**config.mk**
```make
export PLATFORM = sky130hd
export DESIGN_NAME = vld_addr_seq
export DESIGN_NICKNAME = d
export VERILOG_FILES = /design/src/rtl/vldseq_pkg.sv /design/src/rtl/vldseq_ctrl.sv /design/src/rtl/vldseq_dpath.sv /design/src/rtl/vld_addr_seq.sv
export SDC_FILE = /design/constraint.sdc
export NUM_CORES = 1
export LEC_CHECK = 0
export ABC_AREA = 1
export BUFFER_PORTS_ARGS = -buffer_cell sky130_fd_sc_hd__buf_2
export CORE_ASPECT_RATIO = 2
export CORE_MARGIN = 5
export CORE_UTILIZATION = 50
export DETAILED_ROUTE_END_ITERATION = 7
export PLACE_DENSITY_LB_ADDON = 0.25
export SLEW_MARGIN = 10
export SYNTH_ARGS = -nofsm -noshare
export SYNTH_HDL_FRONTEND = slang
export SYNTH_HIERARCHICAL = 1
export SYNTH_SLANG_ARGS = --single-unit
```
**constraint.sdc**
```tcl
create_clock -name clk_i -period 2.9 [get_ports clk_i]
set_input_delay 0 -clock clk_i [delete_from_list [all_inputs] [get_ports clk_i]]
set_output_delay 0 -clock clk_i [all_outputs]
set_load 0.05 [all_outputs]
```
**src/rtl/vldseq_pkg.sv**
```systemverilog
package vldseq_pkg;

    typedef enum logic [2:0] {
        SQ_IDLE,
        SQ_FETCH,
        SQ_WAIT,
        SQ_ISSUE,
        SQ_DONE
    } sq_state_e;

endpackage

```
**src/rtl/vldseq_ctrl.sv**
```systemverilog
module vldseq_ctrl
    import vldseq_pkg::*;
(
    input  logic clk_i,
    input  logic rst_ni,
    input  logic start_i,
    input  logic vl_zero_i,
    input  logic vec_i,
    input  logic vec_q_i,
    input  logic last_i,
    input  logic rf_valid_i,
    input  logic elem_ready_i,
    output logic load_o,
    output logic step_o,
    output logic capture_o,
    output logic elem_valid_o,
    output logic rf_req_o,
    output logic done_o
);

    sq_state_e state_q, state_d;

    // state register
    always_ff @(posedge clk_i or negedge rst_ni) begin
        if (!rst_ni) state_q <= SQ_IDLE;
        else         state_q <= state_d;
    end

    // next state
    always_comb begin
        state_d = state_q;
        unique case (state_q)
            SQ_IDLE: begin
                if (start_i) begin
                    if (vl_zero_i)  state_d = SQ_DONE;
                    else if (vec_i) state_d = SQ_FETCH;
                    else            state_d = SQ_ISSUE;
                end
            end
            SQ_FETCH: state_d = SQ_WAIT;
            SQ_WAIT: begin
                if (rf_valid_i) state_d = SQ_ISSUE;
            end
            SQ_ISSUE: begin
                if (elem_ready_i) begin
                    if (last_i)       state_d = SQ_DONE;
                    else if (vec_q_i) state_d = SQ_FETCH;
                    else              state_d = SQ_ISSUE;
                end
            end
            SQ_DONE: state_d = SQ_IDLE;
            default: state_d = SQ_IDLE;
        endcase
    end

    // outputs
    always_comb begin
        load_o       = 1'b0;
        step_o       = 1'b0;
        capture_o    = 1'b0;
        elem_valid_o = 1'b0;
        rf_req_o     = 1'b0;
        done_o       = 1'b0;
        unique case (state_q)
            SQ_IDLE:  load_o = start_i;
            SQ_FETCH: rf_req_o = 1'b1;
            SQ_WAIT:  capture_o = rf_valid_i;
            SQ_ISSUE: begin
                elem_valid_o = 1'b1;
                step_o       = elem_ready_i;
            end
            SQ_DONE:  done_o = 1'b1;
            default: ;
        endcase
    end

endmodule

```
**src/rtl/vldseq_dpath.sv**
```systemverilog
module vldseq_dpath #(
    parameter int ADDR_W = 64,
    parameter int VL_W   = 7,
    parameter int REG_W  = 7,
    parameter int WC_W   = 2,
    localparam int IDX_W = VL_W - 1
) (
    input  logic              clk_i,
    input  logic              rst_ni,
    input  logic              load_i,
    input  logic              step_i,
    input  logic              capture_i,
    input  logic [VL_W-1:0]   vl_i,
    input  logic [WC_W-1:0]   width_i,
    input  logic              base_vec_i,
    input  logic [ADDR_W-1:0] base_scalar_i,
    input  logic [REG_W-1:0]  base_reg_i,
    input  logic              brev_i,
    input  logic              le_i,
    input  logic [ADDR_W-1:0] rf_data_i,
    output logic              vec_q_o,
    output logic              last_o,
    output logic [REG_W-1:0]  rf_addr_o,
    output logic [ADDR_W-1:0] elem_addr_o,
    output logic [IDX_W-1:0]  elem_idx_o,
    output logic              elem_brev_o
);

    logic [VL_W-1:0]   idx_q, vl_q, idx_nxt;
    logic [WC_W-1:0]   wc_q;
    logic [REG_W-1:0]  reg_q;
    logic [ADDR_W-1:0] addr_q, stride;
    logic              vec_q, swap_q;

    assign idx_nxt = idx_q + VL_W'(1);
    assign stride  = ADDR_W'(1) << wc_q;

    always_ff @(posedge clk_i or negedge rst_ni) begin
        if (!rst_ni) begin
            idx_q  <= '0;
            vl_q   <= '0;
            wc_q   <= '0;
            reg_q  <= '0;
            addr_q <= '0;
            vec_q  <= 1'b0;
            swap_q <= 1'b0;
        end else if (load_i) begin
            idx_q  <= '0;
            vl_q   <= vl_i;
            wc_q   <= width_i;
            reg_q  <= base_reg_i;
            addr_q <= base_scalar_i;
            vec_q  <= base_vec_i;
            swap_q <= ~(brev_i ^ le_i);
        end else begin
            if (step_i) begin
                idx_q <= idx_nxt;
                if (!vec_q) addr_q <= addr_q + stride;
            end
            if (capture_i) addr_q <= rf_data_i;
        end
    end

    assign vec_q_o     = vec_q;
    assign last_o      = (idx_nxt == vl_q);
    assign rf_addr_o   = reg_q + REG_W'(idx_q);
    assign elem_addr_o = addr_q;
    assign elem_idx_o  = idx_q[IDX_W-1:0];
    assign elem_brev_o = swap_q;

endmodule

```
**src/rtl/vld_addr_seq.sv**
```systemverilog
module vld_addr_seq #(
    parameter int ADDR_W = 64,
    parameter int VL_W   = 7,
    parameter int REG_W  = 7,
    parameter int WC_W   = 2,
    localparam int IDX_W = VL_W - 1
) (
    input  logic              clk_i,
    input  logic              rst_ni,
    input  logic              start_i,
    input  logic [VL_W-1:0]   vl_i,
    input  logic [WC_W-1:0]   width_i,
    input  logic              base_vec_i,
    input  logic [ADDR_W-1:0] base_scalar_i,
    input  logic [REG_W-1:0]  base_reg_i,
    input  logic              brev_i,
    input  logic              le_i,
    output logic              rf_req_o,
    output logic [REG_W-1:0]  rf_addr_o,
    input  logic              rf_valid_i,
    input  logic [ADDR_W-1:0] rf_data_i,
    output logic              elem_valid_o,
    input  logic              elem_ready_i,
    output logic [ADDR_W-1:0] elem_addr_o,
    output logic [IDX_W-1:0]  elem_idx_o,
    output logic              elem_brev_o,
    output logic              done_o
);

    logic load, step, capture, vec_q, last;

    vldseq_ctrl u_ctrl (
        .clk_i        (clk_i),
        .rst_ni       (rst_ni),
        .start_i      (start_i),
        .vl_zero_i    (vl_i == '0),
        .vec_i        (base_vec_i),
        .vec_q_i      (vec_q),
        .last_i       (last),
        .rf_valid_i   (rf_valid_i),
        .elem_ready_i (elem_ready_i),
        .load_o       (load),
        .step_o       (step),
        .capture_o    (capture),
        .elem_valid_o (elem_valid_o),
        .rf_req_o     (rf_req_o),
        .done_o       (done_o)
    );

    vldseq_dpath #(
        .ADDR_W (ADDR_W),
        .VL_W   (VL_W),
        .REG_W  (REG_W),
        .WC_W   (WC_W)
    ) u_dpath (
        .clk_i         (clk_i),
        .rst_ni        (rst_ni),
        .load_i        (load),
        .step_i        (step),
        .capture_i     (capture),
        .vl_i          (vl_i),
        .width_i       (width_i),
        .base_vec_i    (base_vec_i),
        .base_scalar_i (base_scalar_i),
        .base_reg_i    (base_reg_i),
        .brev_i        (brev_i),
        .le_i          (le_i),
        .rf_data_i     (rf_data_i),
        .vec_q_o       (vec_q),
        .last_o        (last),
        .rf_addr_o     (rf_addr_o),
        .elem_addr_o   (elem_addr_o),
        .elem_idx_o    (elem_idx_o),
        .elem_brev_o   (elem_brev_o)
    );

endmodule

```
==> metrics.csv <==
stage,metric,value,unit
yosys,ys_seq_area_share,29.84,%
timing,slew_headroom,35.40,%
floorplan,die_w,97.84,um
clock_network,cts_tree,done,
floorplan,core,15210,sq um
place,preCtsSetupSlack,589.6,ps
setup_path,worst-path-buf-inv,2,
detailed_routing,routedWlPerCell,18.31,um
yosys,yosysTopAreaCell,dfrtp_1,
global_route,use_met2,67.29,%
global_route,use_met3,4.876,%
setup_path,ff2ff_setup_slack,150,ps
pwr,irDropWorstVdd,659.4,uV
timing,setup_ws,149.1,ps
yosys,async_flop_share,100.0,%
yosys,synthDominantCellAreaShare,29.84,%
clock_network,clk_pin_slew_worst_paths,70,ps
yosys,synth_edf_count,0,
status,outcome,completed,
place,gp_congestion,1.011,
final_layout,final_core_util,68.51,%
setup_path,crit_top_cell,nand2_1,
timing,holdWs,3.776,ps
yosys,avgSynthCellArea,6.147,sq um
min_path,hold_depth,5,
timing,rsz0062_at_grt,true,
place,hpwl,24070,um
yosys,yosys_most_used_dff,dfrtp_1,
global_route,antenna_found_initial,0,
setup_path,cp_cell_sequence,"nor2_1, ha_1, fa_2, nand2_1, nand2_2, nand2_4, nor3_4, buf_4, xnor2_1, o21ai_1, nand2_1, dlygate4sd3_1, nand2_1",
final_layout,layout_common_cells,"456 x nand2_1, 231 x buf_2, 213 x nor2_1",
timing,tightestPinTransition,969.0,ps
floorplan,num_rows,64,
timing,setup_viol,0,
yosys,muxShareOfSynthArea,0,%
place,dpl_cell_area,8944,sq um
yosys,synth.area.top_cells,"dfrtp_1 30%, nand2_1 22%, nor2_1 11%, inv_1 4.3%, a21oi_1 4.0%",
global_route,grt_pass1_wl,49980,um
clock_network,cts.sinks,92,
yosys,syn_nets,1420,
final_layout,nets,1737,
pwr,clkPwrFrac,10.4,%
timing,period_needed,2751,ps
min_path,min-delay-start,rf_data_i[11],
setup_path,worst_r2r_path_depth,13,
yosys,synth_fa_ha_area_share,2.303,%
clock_network,cts_max_level,3,
yosys,ys_warn_count,6,
detailed_routing,drt-initial-drc-count,569,
pwr,internal_power,4.765,mW
detailed_routing,wirelength,32510,um
clock_network,cts_inserted_buffers,9,
yosys,synth_top_family_by_area,simple AND/OR/NAND/NOR gates,
detailed_routing,dr.pass1.iters,6,
yosys,yosys.cell_types.count,41,
detailed_routing,drc,0,
final_layout,final_common_cell,nand2_1,
min_path,hp-class,in -> reg,
setup_path,slowest_stage,dlygate4sd3_1,
yosys,yosys_register_bits,92,
setup_path,end_kind,register,
setup_path,worst_setup_path_start_kind,register,
yosys,synthCells,1255,
place,port_buffers,232,
timing,setup_tns,0,ps
pwr,pwr-share-comb,64.9,%
setup_path,cp.arrival,3000,ps
timing,fin_crit_sh,94.86,%
global_route,grtUsageTotal,35.53,%
detailed_routing,ant_nets,0,
min_path,hold-path-endpoint,u_dpath/elem_addr_o[11],
floorplan,initial_core_util,50.71,%
place,placed_cells,1645,
setup_path,crit_family,simple AND/OR/NAND/NOR gates,
final_layout,drive_gt1_share,20.86,%
pwr,seq_power_share,24.7,%
setup_path,r2r_end,u_dpath/elem_addr_o[16],
timing,finalHoldViolations,0,
pwr,p_leak,5.179,nW
timing,timing.final.max_slew_violations,0,
pwr,power,11.33,mW
yosys,yosys.area_share.simple,43.59,%
yosys,synth_area,7715,sq um
setup_path,cp_data_required_time,3150,ps
floorplan,ios,233,
setup_path,r2r-start,u_dpath/wc_q[1],
pwr,p_sw,6.562,mW
global_route,grt-ovfl-total,0,
setup_path,worstPathMaxFanout,7,
final_layout,fin_cells,1775,
pwr,powerDensity,1087,nW/um^2
global_route,grt_pass1_vias,9751,
clock_network,clkLatencyLatePin,360,ps
clock_network,cts-root-buf,clkbuf_16,
setup_path,slowest_delay,540,ps
global_route,grt-busiest-layer,met2,
timing,fin_worst_skew,7.371,ps
pwr,switching_share,57.93,%
yosys,synth-compound-area-share,11.00,%
flow_run,drv_cap,0,
yosys,synth_xor_area_share,4.995,%
floorplan,dieArea,18170,sq um
global_route,grt.met1_usage,33.13,%
final_layout,area_growth,35.11,%
detailed_routing,dr_total_vias,9567,
setup_path,critical_path_class,reg -> reg,
detailed_routing,vias_per_cell,5.390,
clock_network,clockBufferDepth,2,
floorplan,die_h,185.7,um
setup_path,crit_start,u_dpath/wc_q[1],
final_layout,diodes,0,
global_route,grt_start_max_net_pins,109,
final_layout,design_area,10420,sq um
timing,fmax,363.5,MHz
cell families (layout without fill, tap and decap cells):
group                      count (synthesis)  after routing
and+or+nand+nor                          804            804
AOI/OAI and AO/OA                        158            158
buffers and inverters                    144            466
DFF                                       92             92
xor gates and xnor gates                  44             44
adders and majority gates                 13             13
per-layer routing:
layer | wire length [um] | up-vias
met1 | 10420 | 4381
met4 | 2983 | 0
met5 | 0 | -
met3 | 1531 | 162
met2 | 17580 | 451
li1 | - | 4573
cell usage after synthesis, drive strengths merged (9+ instances only):
cell type	count
a21oi	63
buf	24
clkbuf	25
dfrtp	92
ha	11
inv	93
nand2	472
nand3	49
nand3b	9
nand4	15
nor2	243
o21ai	80
xnor2	15
xor2	29
worst register-to-register path, cell delays in order, from the launching register on:
cell and delay [ps]:
dfrtp_1 420, nor2_1 120, ha_1 190, fa_2 230
nand2_1 70, nand2_2 110, nand2_4 130, nor3_4 330
buf_4 190, xnor2_1 130, o21ai_1 80, nand2_1 70
dlygate4sd3_1 540, nand2_1 50
worst max-delay path by stage:
stage / cells past startpoint / endpoint
global route: 15 / u_dpath/elem_addr_o[27]
finish: 13 / u_dpath/elem_addr_o[16]
detailed placement: 7 / u_dpath/idx_q[2]
CTS: 13 / u_dpath/elem_addr_o[32]
floorplan: 8 / rf_addr_o[6]
global placement: 7 / u_dpath/idx_q[2]
sequential cells by signal, indices dropped and copies added (netlist names):
name and flops:
u_dpath/idx_q 7, u_dpath/vec_q_o 1, u_dpath/elem_addr_o 64, u_dpath/vl_q 7, u_ctrl/state_q 3, u_dpath/elem_brev_o 1, u_dpath/wc_q 2, u_dpath/reg_q 7
power by group through the flow:
stage	clock, mW	sequential, mW	combinational (mW)
floorplan	0	3.89	3.92
global placement	0	2.80	6.68
detailed placement	0	2.80	6.80
CTS	1.20	2.79	7.21
global route	1.24	2.89	7.99
finish	1.18	2.80	7.35
repair_timing:
action,4_1_cts,5_1_grt
resized for setup,0,16
buffers inserted,0,4
hold buffers,110,0
setup endpoints to repair,0,19
endpoints found under the hold margin,118,0
cell type report:
| class | count | area, sq um |
|---|---|---|
| sequential | 92 | 2303 |
| timing repair buffer | 356 | 2382 |
| clock inverter | 2 | 17.52 |
| inverter | 94 | 356.6 |
| clock buffer | 14 | 274.0 |
| tap | 198 | 247.7 |
| fill | 1363 | 4791 |
| multi-input combinational | 1019 | 4842 |
No activity file was read; power rests on OpenSTA's default activity.
